File: src/rtl/sram_ctl_pkg.sv
package sram_ctl_pkg;

    typedef enum logic [2:0] {
        ST_IDLE,
        ST_WSET,
        ST_WLOW,
        ST_WEND,
        ST_RSET,
        ST_RLOW,
        ST_REND
    } st_e;

    typedef struct packed {
        logic cs1_n;
        logic cs2;
        logic we_n;
        logic oe_n;
        logic drv;
        logic done;
    } pins_t;

endpackage

File: src/rtl/sram_ctl_seq.sv
module sram_ctl_seq
    import sram_ctl_pkg::*;
#(
    parameter int WR_PULSE = 2,
    parameter int RD_WAIT  = 2
) (
    input  logic clk,
    input  logic rst_n,
    input  logic req_valid,
    input  logic req_write,
    output st_e  state,
    output logic accept,
    output logic capture
);
    localparam int MAXC  = (WR_PULSE > RD_WAIT) ? WR_PULSE : RD_WAIT;
    localparam int CNT_W = $clog2(MAXC + 1);
    localparam logic [CNT_W-1:0] WR_LOAD = CNT_W'(WR_PULSE - 1);
    localparam logic [CNT_W-1:0] RD_LOAD = CNT_W'(RD_WAIT - 1);

    st_e              state_d;
    logic [CNT_W-1:0] cnt_q, cnt_d;

    always_ff @(posedge clk or negedge rst_n) begin
        if (!rst_n) begin
            state <= ST_IDLE;
            cnt_q <= '0;
        end else begin
            state <= state_d;
            cnt_q <= cnt_d;
        end
    end

    always_comb begin
        state_d = state;
        cnt_d   = cnt_q;
        unique case (state)
            ST_IDLE: if (req_valid) state_d = req_write ? ST_WSET : ST_RSET;
            ST_WSET: begin
                state_d = ST_WLOW;
                cnt_d   = WR_LOAD;
            end
            ST_WLOW: begin
                if (cnt_q == '0) state_d = ST_WEND;
                else             cnt_d   = cnt_q - 1'b1;
            end
            ST_WEND: state_d = ST_IDLE;
            ST_RSET: begin
                state_d = ST_RLOW;
                cnt_d   = RD_LOAD;
            end
            ST_RLOW: begin
                if (cnt_q == '0) state_d = ST_REND;
                else             cnt_d   = cnt_q - 1'b1;
            end
            ST_REND: state_d = ST_IDLE;
            default: state_d = ST_IDLE;
        endcase
    end

    assign accept  = (state == ST_IDLE) && req_valid;
    assign capture = (state == ST_RLOW) && (cnt_q == '0);
endmodule

File: src/rtl/sram_ctl_dec.sv
module sram_ctl_dec
    import sram_ctl_pkg::*;
(
    input  st_e   state,
    output pins_t pins
);
    always_comb begin
        pins = '{cs1_n: 1'b1, cs2: 1'b0, we_n: 1'b1, oe_n: 1'b1, drv: 1'b0, done: 1'b0};
        unique case (state)
            ST_IDLE: ;
            ST_WSET: pins = '{cs1_n: 1'b0, cs2: 1'b1, we_n: 1'b1, oe_n: 1'b1, drv: 1'b1, done: 1'b0};
            ST_WLOW: pins = '{cs1_n: 1'b0, cs2: 1'b1, we_n: 1'b0, oe_n: 1'b1, drv: 1'b1, done: 1'b0};
            ST_WEND: pins = '{cs1_n: 1'b0, cs2: 1'b1, we_n: 1'b1, oe_n: 1'b1, drv: 1'b1, done: 1'b1};
            ST_RSET: pins = '{cs1_n: 1'b0, cs2: 1'b1, we_n: 1'b1, oe_n: 1'b1, drv: 1'b0, done: 1'b0};
            ST_RLOW: pins = '{cs1_n: 1'b0, cs2: 1'b1, we_n: 1'b1, oe_n: 1'b0, drv: 1'b0, done: 1'b0};
            ST_REND: pins = '{cs1_n: 1'b0, cs2: 1'b1, we_n: 1'b1, oe_n: 1'b1, drv: 1'b0, done: 1'b1};
            default: ;
        endcase
    end
endmodule

File: src/rtl/sram_ctl_dp.sv
module sram_ctl_dp #(
    parameter int AW = 17,
    parameter int DW = 8
) (
    input  logic          clk,
    input  logic          rst_n,
    input  logic          accept,
    input  logic          capture,
    input  logic [AW-1:0] req_addr,
    input  logic [DW-1:0] req_wdata,
    input  logic [DW-1:0] bus_in,
    output logic [AW-1:0] addr_q,
    output logic [DW-1:0] wdata_q,
    output logic [DW-1:0] rdata_q
);
    always_ff @(posedge clk or negedge rst_n) begin
        if (!rst_n) begin
            addr_q  <= '0;
            wdata_q <= '0;
        end else if (accept) begin
            addr_q  <= req_addr;
            wdata_q <= req_wdata;
        end
    end

    always_ff @(posedge clk or negedge rst_n) begin
        if (!rst_n)       rdata_q <= '0;
        else if (capture) rdata_q <= bus_in;
    end
endmodule

File: src/rtl/sram_ctl.sv
module sram_ctl
    import sram_ctl_pkg::*;
#(
    parameter int AW       = 17,
    parameter int DW       = 8,
    parameter int WR_PULSE = 2,
    parameter int RD_WAIT  = 2
) (
    input  logic          clk,
    input  logic          rst_n,
    input  logic          req_valid,
    input  logic          req_write,
    input  logic [AW-1:0] req_addr,
    input  logic [DW-1:0] req_wdata,
    output logic          done,
    output logic [DW-1:0] rdata,
    output logic [AW-1:0] mem_addr,
    output logic          mem_cs1_n,
    output logic          mem_cs2,
    output logic          mem_we_n,
    output logic          mem_oe_n,
    output logic [DW-1:0] mem_dout,
    output logic          mem_dout_en,
    input  logic [DW-1:0] mem_din
);
    st_e   state;
    logic  accept, capture;
    pins_t pins;

    sram_ctl_seq #(.WR_PULSE(WR_PULSE), .RD_WAIT(RD_WAIT)) u_seq (
        .clk      (clk),
        .rst_n    (rst_n),
        .req_valid(req_valid),
        .req_write(req_write),
        .state    (state),
        .accept   (accept),
        .capture  (capture)
    );

    sram_ctl_dec u_dec (
        .state(state),
        .pins (pins)
    );

    sram_ctl_dp #(.AW(AW), .DW(DW)) u_dp (
        .clk      (clk),
        .rst_n    (rst_n),
        .accept   (accept),
        .capture  (capture),
        .req_addr (req_addr),
        .req_wdata(req_wdata),
        .bus_in   (mem_din),
        .addr_q   (mem_addr),
        .wdata_q  (mem_dout),
        .rdata_q  (rdata)
    );

    assign mem_cs1_n   = pins.cs1_n;
    assign mem_cs2     = pins.cs2;
    assign mem_we_n    = pins.we_n;
    assign mem_oe_n    = pins.oe_n;
    assign mem_dout_en = pins.drv;
    assign done        = pins.done;
endmodule

File: config.mk
export PLATFORM = sky130hd
export DESIGN_NAME = sram_ctl
export DESIGN_NICKNAME = d
export VERILOG_FILES = /design/src/rtl/sram_ctl_pkg.sv /design/src/rtl/sram_ctl_seq.sv /design/src/rtl/sram_ctl_dec.sv /design/src/rtl/sram_ctl_dp.sv /design/src/rtl/sram_ctl.sv
export SDC_FILE = /design/constraint.sdc
export NUM_CORES = 1
export LEC_CHECK = 0
export BUFFER_PORTS_ARGS = -buffer_cell sky130_fd_sc_hd__buf_2
export CAP_MARGIN = 20
export CORE_ASPECT_RATIO = 1.4
export CORE_MARGIN = 2
export CORE_UTILIZATION = 40
export CTS_CLUSTER_DIAMETER = 30
export DETAILED_ROUTE_END_ITERATION = 8
export PLACE_DENSITY = 0.73
export SLEW_MARGIN = 20
export SYNTH_ARGS = -nofsm -noshare
export SYNTH_HDL_FRONTEND = slang
export SYNTH_HIERARCHICAL = 1
export SYNTH_SLANG_ARGS = --single-unit
File: constraint.sdc
create_clock -name clk -period 2.3 [get_ports clk]
set_input_delay 0.46 -clock clk [delete_from_list [all_inputs] [get_ports clk]]
set_output_delay 0.46 -clock clk [all_outputs]
set_load 0.02 [all_outputs]
Word-level counts from Yosys, hierarchy flattened
Cells that the tools add are included.
{ "op_classes": {"addsub": 1, "n_eq_ne": 10, "n_mux": 8, "reduce_logical": 9} }
{ "op_table": {"columns": ["cell", "count"], "rows": [
  ["6-bit case mux with 6 select lines", 1],
  ["3-bit case mux with 5 select lines", 1],
  ["3-bit two-way mux", 4],
  ["3-bit == test, second input constant", 3],
  ["2-bit inequality test, second input constant", 4],
  ["3-bit by 2-bit == test with 1-bit output, second input constant", 2],
  ["2-bit case mux with 2 select lines", 1],
  ["2-bit OR reduction", 2],
  ["3-bit by 1-bit == test with 1-bit output, second input constant", 1],
  ["3-bit logical NOT", 1],
  ["3-bit AND reduction", 1],
  ["1-bit logical AND", 2],
  ["2-bit logical NOT", 1],
  ["2-bit two-way mux", 1],
  ["2-bit AND reduction", 1],
  ["2-bit nonzero test", 1],
  ["2-bit by 1-bit subtractor with 2-bit output, second input constant", 1]
]} }
{ "totals": {"register_bits": 38, "inputBits": 37, "out_inout_bits": 39, "elab_cells": 33} }

Depth between registers and ports, before layout
{ "logic_depth": {"depth_word": 4, "depth_mapped": 6} }

Cells and area by module
The synthesis kept the hierarchy.
{ "modules_own_cells": {"columns": ["module", "instances", "cells_each", "area_per_inst_um2", "seq_area_each_um2"], "rows": [
  ["sram_ctl_dp", 1, 70, 1328.8, 825.8],
  ["sram_ctl_seq", 1, 38, 334.1, 125.1],
  ["sram_ctl_dec", 1, 10, 60.1, 0.0]
]} }

Worst setup path before layout
No wires, ideal clock.
{ "synth_path": {"kind": "flip-flop to flip-flop", "startpoint": "register u_seq.state[1]", "endpoint": "register u_dp.addr_q[0]", "setup_ps": 125, "arrival_ps": 1484, "setup_slack_ps": 691, "path_stages_with_launch": 7, "period_less_slack_ps": 1609, "path_cell_list": "dfrtp_1 > buf_4 > nor3_1 > and2_1 > buf_6 > buf_12 > mux2_4"} }
{ "synth_via": {"elab_chain_cells": 2} }
{ "synth_lines": {"columns": ["item", "line_no", "source"], "rows": [
  ["start, declared", "sram_ctl_seq.sv:11", "output st_e state,"],
  ["start signal, assigned", "sram_ctl_seq.sv:28", "state <= state_d;"],
  ["3-bit logical NOT", "sram_ctl_seq.sv:60", "assign accept = (state == ST_IDLE) && req_valid;"],
  ["1-bit logical AND", "sram_ctl_seq.sv:60", null],
  ["named net accept", "sram_ctl.sv:27", "logic accept, capture;"],
  ["end signal, assigned", "sram_ctl_dp.sv:21", "addr_q <= req_addr;"],
  ["end, declared", "sram_ctl_dp.sv:12", "output logic [AW-1:0] addr_q,"]
]} }
The timed path passes the listed nets, and every way through them passes these cells.
A chain may end at the register's enable or synchronous reset.

Worst setup path after layout
{ "layout_path": {"startpoint": "register u_seq.state[0]", "endpoint": "output mem_cs2"} }
{ "layout_via": {"elab_chain_cells": 2, "elab_cells_between_ends": 7} }
{ "layout_lines": {"columns": ["item", "line_no", "source"], "rows": [
  ["3-bit == test, or another cell as far along", "sram_ctl_dec.sv:9", "unique case (state)"],
  ["6-bit case mux with 6 select lines (*)", "sram_ctl_dec.sv:9", null],
  ["end, declared", "sram_ctl.sv:19", "output logic mem_cs2,"]
]} }
Every way passes the cells marked *; elsewhere a longest branch is shown, timed or not.

==> impl_summary.txt <==
----------------------------------------------------
[Critical path]
  Highest fanout seen on the critical path ... 16
  Cell-by-cell listing of the critical path ... or3_1 -> and2_1 -> buf_2
  Master of the slowest instance on the critical path ... dfrtp_1
  Register-to-register path setup slack ... 0.47 ns
  Element type at the critical path start ... register
  Worst path required time ... around 1.8 ns
  Largest incremental delay on the critical path ... 0.54 ns
  Category of the most critical setup path ... register to primary output
  CP endpoint kind ... primary output
  CP Data Arrival Time ... between 1.5 and 2 ns

[Route]
  Drt via density ... 4.97
  Overall routed net length ... 3.30 mm
  Routed wire per std cell ... 13.6 µm
  Antenna violation net count after detailed routing ... 0
  Length of the first detailed-routing pass in iterations ... 4
  Via count of the routed design ... 1202
  Initial DRC count ... 21
  DRC ... 0

[Timing]
  Setup total negative slack ... 0 ns
  Worst clock skew on the final layout ... 0.00589 ns
  Slew at the pin closest to its max-slew limit ... 0.821 ns
  Maximum operating frequency ... 0.492 GHz
  Worst hold margin ... 0.268 ns
  Shortest clock period the worst path allows after layout ... just over 2 ns
  Worst-case headroom to the max-slew limit ... 45.3%
  Endpoints failing hold ... 0
  Unrepaired setup endpoints after global routing ... false
  Final Max Tran Viols ... 0
  # setup viols final ... 0
  Period Utilization, post-route ... 88.4%

[CTS]
  Gates resized, CTS repair ... 0
  CTS Hold Buffers Added ... 0
  Root Driver ... clkbuf_8
  CTS HTree Levels ... 2
  Clock Latency Late Sink ... 0.28 ns
  CTS Buf Count ... 5
  Setup Fix Bufs, Post-CTS ... 0
  Buffer levels on the longest clock path ... 2
  CTS tree ... yes
  Clock slew seen by the registers of the worst setup and hold paths ... 0.08 ns
  Sinks on Clock Net ... 38

[Yosys]
  Number of unique standard cell types used by synthesis ... 29
  Main area contributors after synthesis ... dfrtp_1 55%, mux2_4 17%, mux2_2 8.5%
  Primary FF master, synth ... dfrtp_1
  Top-area cell type share of the netlist area ... 55.2%
  Library cell with the highest instance count after synthesis ... dfrtp_1
  Mapped cell area ... between 0.0015 and 0.002 mm²
  Number of enable flip-flop cells after synthesis ... 0
  Cell type with the largest total area after synthesis ... dfrtp_1
  Synthesized instance count ... 118
  Warning count from the yosys run ... 6
  Net count of the mapped netlist ... roughly 160
  Number of synthesized register bits ... 38
  Sequential area share after synthesis ... 55.2%
  Mean Syn Cell Area ... 14.6 µm²
  Commonest cells in the netlist ... 38 x dfrtp_1, 20 x mux2_4, 13 x mux2_2, 7 x nor2_1
  Proportion of synthesized flip-flops having asynchronous set or reset ... 100%

[Floorplan]
  Row count ... 28
  Initial core utilization ... 41.3%
  Full die area ... 0.00486 mm²
  Placeable core region ... 0.00417 mm²
  Width of the chip ... 59.5 µm
  Boundary pin count ... 76
  Die Height ... 81.7 µm

[GRT]
  Fraction of met2 tracks used by global routing ... 25.2%
  Overall overflow remaining after global route ... 0
  Met1 Usage GRT ... ~16%
  Vias in the first global route ... 1151
  Initial antenna violation count ... 0
  Layer with the highest usage ... met2
  Met3 capacity usage during global routing ... 3.62%
  Global-route wire length before repair ... 5.20 mm
  Maximum number of pins on one net before global-route repair ... 39
  GRT Util Overall ... 14.2%

[Placed design]
  Quantity of I/O buffers inserted on ports ... 75
  HPWL after DPL ... approximately 2.4 mm
  Final weighted congestion of routability-driven global placement ... 0.819

[Power and ir drop]
  LEAKAGE ... 0.00113 µW
  Pwr Density ... around 1600 mW/mm²
  Worst vdd ir ... between 700 and 800 µV

[Layout]
  NumNets Final ... 234
  P&R area growth vs syn ... 28.0%
  Diodes inserted ... 0
  Share of final-layout standard cells stronger than drive strength 1 ... around 62%

[Hold path]
  Hold Crit Class ... input pin to asynchronous set/reset pin

[Status]
  Result of the run ... completed

[Run]
  Max-cap violations ... 0

----------------------------------------------------
## registers in the layout (all words and copies together), names as in the netlist
name / count
u_dp/wdata_q: 8
u_seq/cnt_q: 2
u_dp/addr_q: 17
u_seq/state: 3
u_dp/rdata_q: 8
## critical path: cells and delay by family (launching register included)
family	cells	cell delay (ns)
DFF	1	0.54
buffers and inverters	1	0.15
and+or+nand+nor	2	0.60
## final timing paths
kind	start	to	cells after the start
setup / recovery	u_seq/state[0]$_DFFE_PN0P_	mem_cs2	3
hold / removal	rst_n	u_dp/wdata_q[5]$_DFFE_PN0P_	1
setup reg to reg	u_seq/state[2]$_DFFE_PN0P_	u_dp/rdata_q[2]$_DFFE_PN0P_	4
hold reg to reg	u_dp/addr_q[5]$_DFFE_PN0P_	u_dp/addr_q[5]$_DFFE_PN0P_	1
max in group asynchronous	rst_n	u_dp/rdata_q[2]$_DFFE_PN0P_	1
min in group clk	req_addr[4]	u_dp/addr_q[4]$_DFFE_PN0P_	2
## through the flow
stage	power, µW	instances	instance area (µm²)	worst slack [ns]	utilization (%)
after global placement	2950	234	2100	0.534	50.3
after global routing	3740	242	2210	0.196	52.9
after detailed placement	2990	234	2100	0.511	50.3
after floorplan	2540	118	1720	0.691	-
final	3510	242	2210	0.266	52.9
after CTS	3550	242	2210	0.257	52.9
## cells in the final DEF, fill, tap and decap left out, types with 3 or more instances in the layout
master    synthesis  layout
a21oi_1           3       3
and2_1            3       3
buf_2             2      75
buf_4             1       3
clkbuf_8          0       5
dfrtp_1          38      38
inv_1             3       3
mux2_2           13      13
mux2_4           20      20
nand2_1           3       3
nand3b_1          3       3
nor2_1            7       7
## routing by layer
metal	vias up	wire length [µm]
met5	-	0
met4	0	63
met3	7	160
met2	45	1750
met1	587	1330
li1	563	-
## logic make-up after synthesis
kind of cell             Yosys count  share of synthesized area [%]
multiplexers                      33                           25.9
buffers and inverters             10                           5.30
flip-flops                        38                           55.2
AO/OA/AOI/OAI                     11                           4.43
XOR/XNOR                           1                          0.508
adder cells (fa/ha/maj)            1                          0.726
AND/OR/NAND/NOR                   24                           7.92
## final cells by class
| class | count | area, µm² |
|---|---|---|
| clock buffer | 5 | 68.8 |
| clock inverter | 3 | 40.0 |
| fill | 343 | 1960 |
| inverter | 3 | 11.3 |
| multi-input combinational | 70 | 681 |
| sequential | 38 | 951 |
| tap | 45 | 56.3 |
| timing repair buffer | 78 | 398 |
## report_power, final
group | leakage (µW) | total [µW] | switching, µW | internal, µW
clock | 0.0000579 | 547 | 228 | 319
combinational | 0.000613 | 1730 | 899 | 827
sequential | 0.000456 | 1240 | 234 | 1000
No activity file was read; power rests on OpenSTA's default activity.
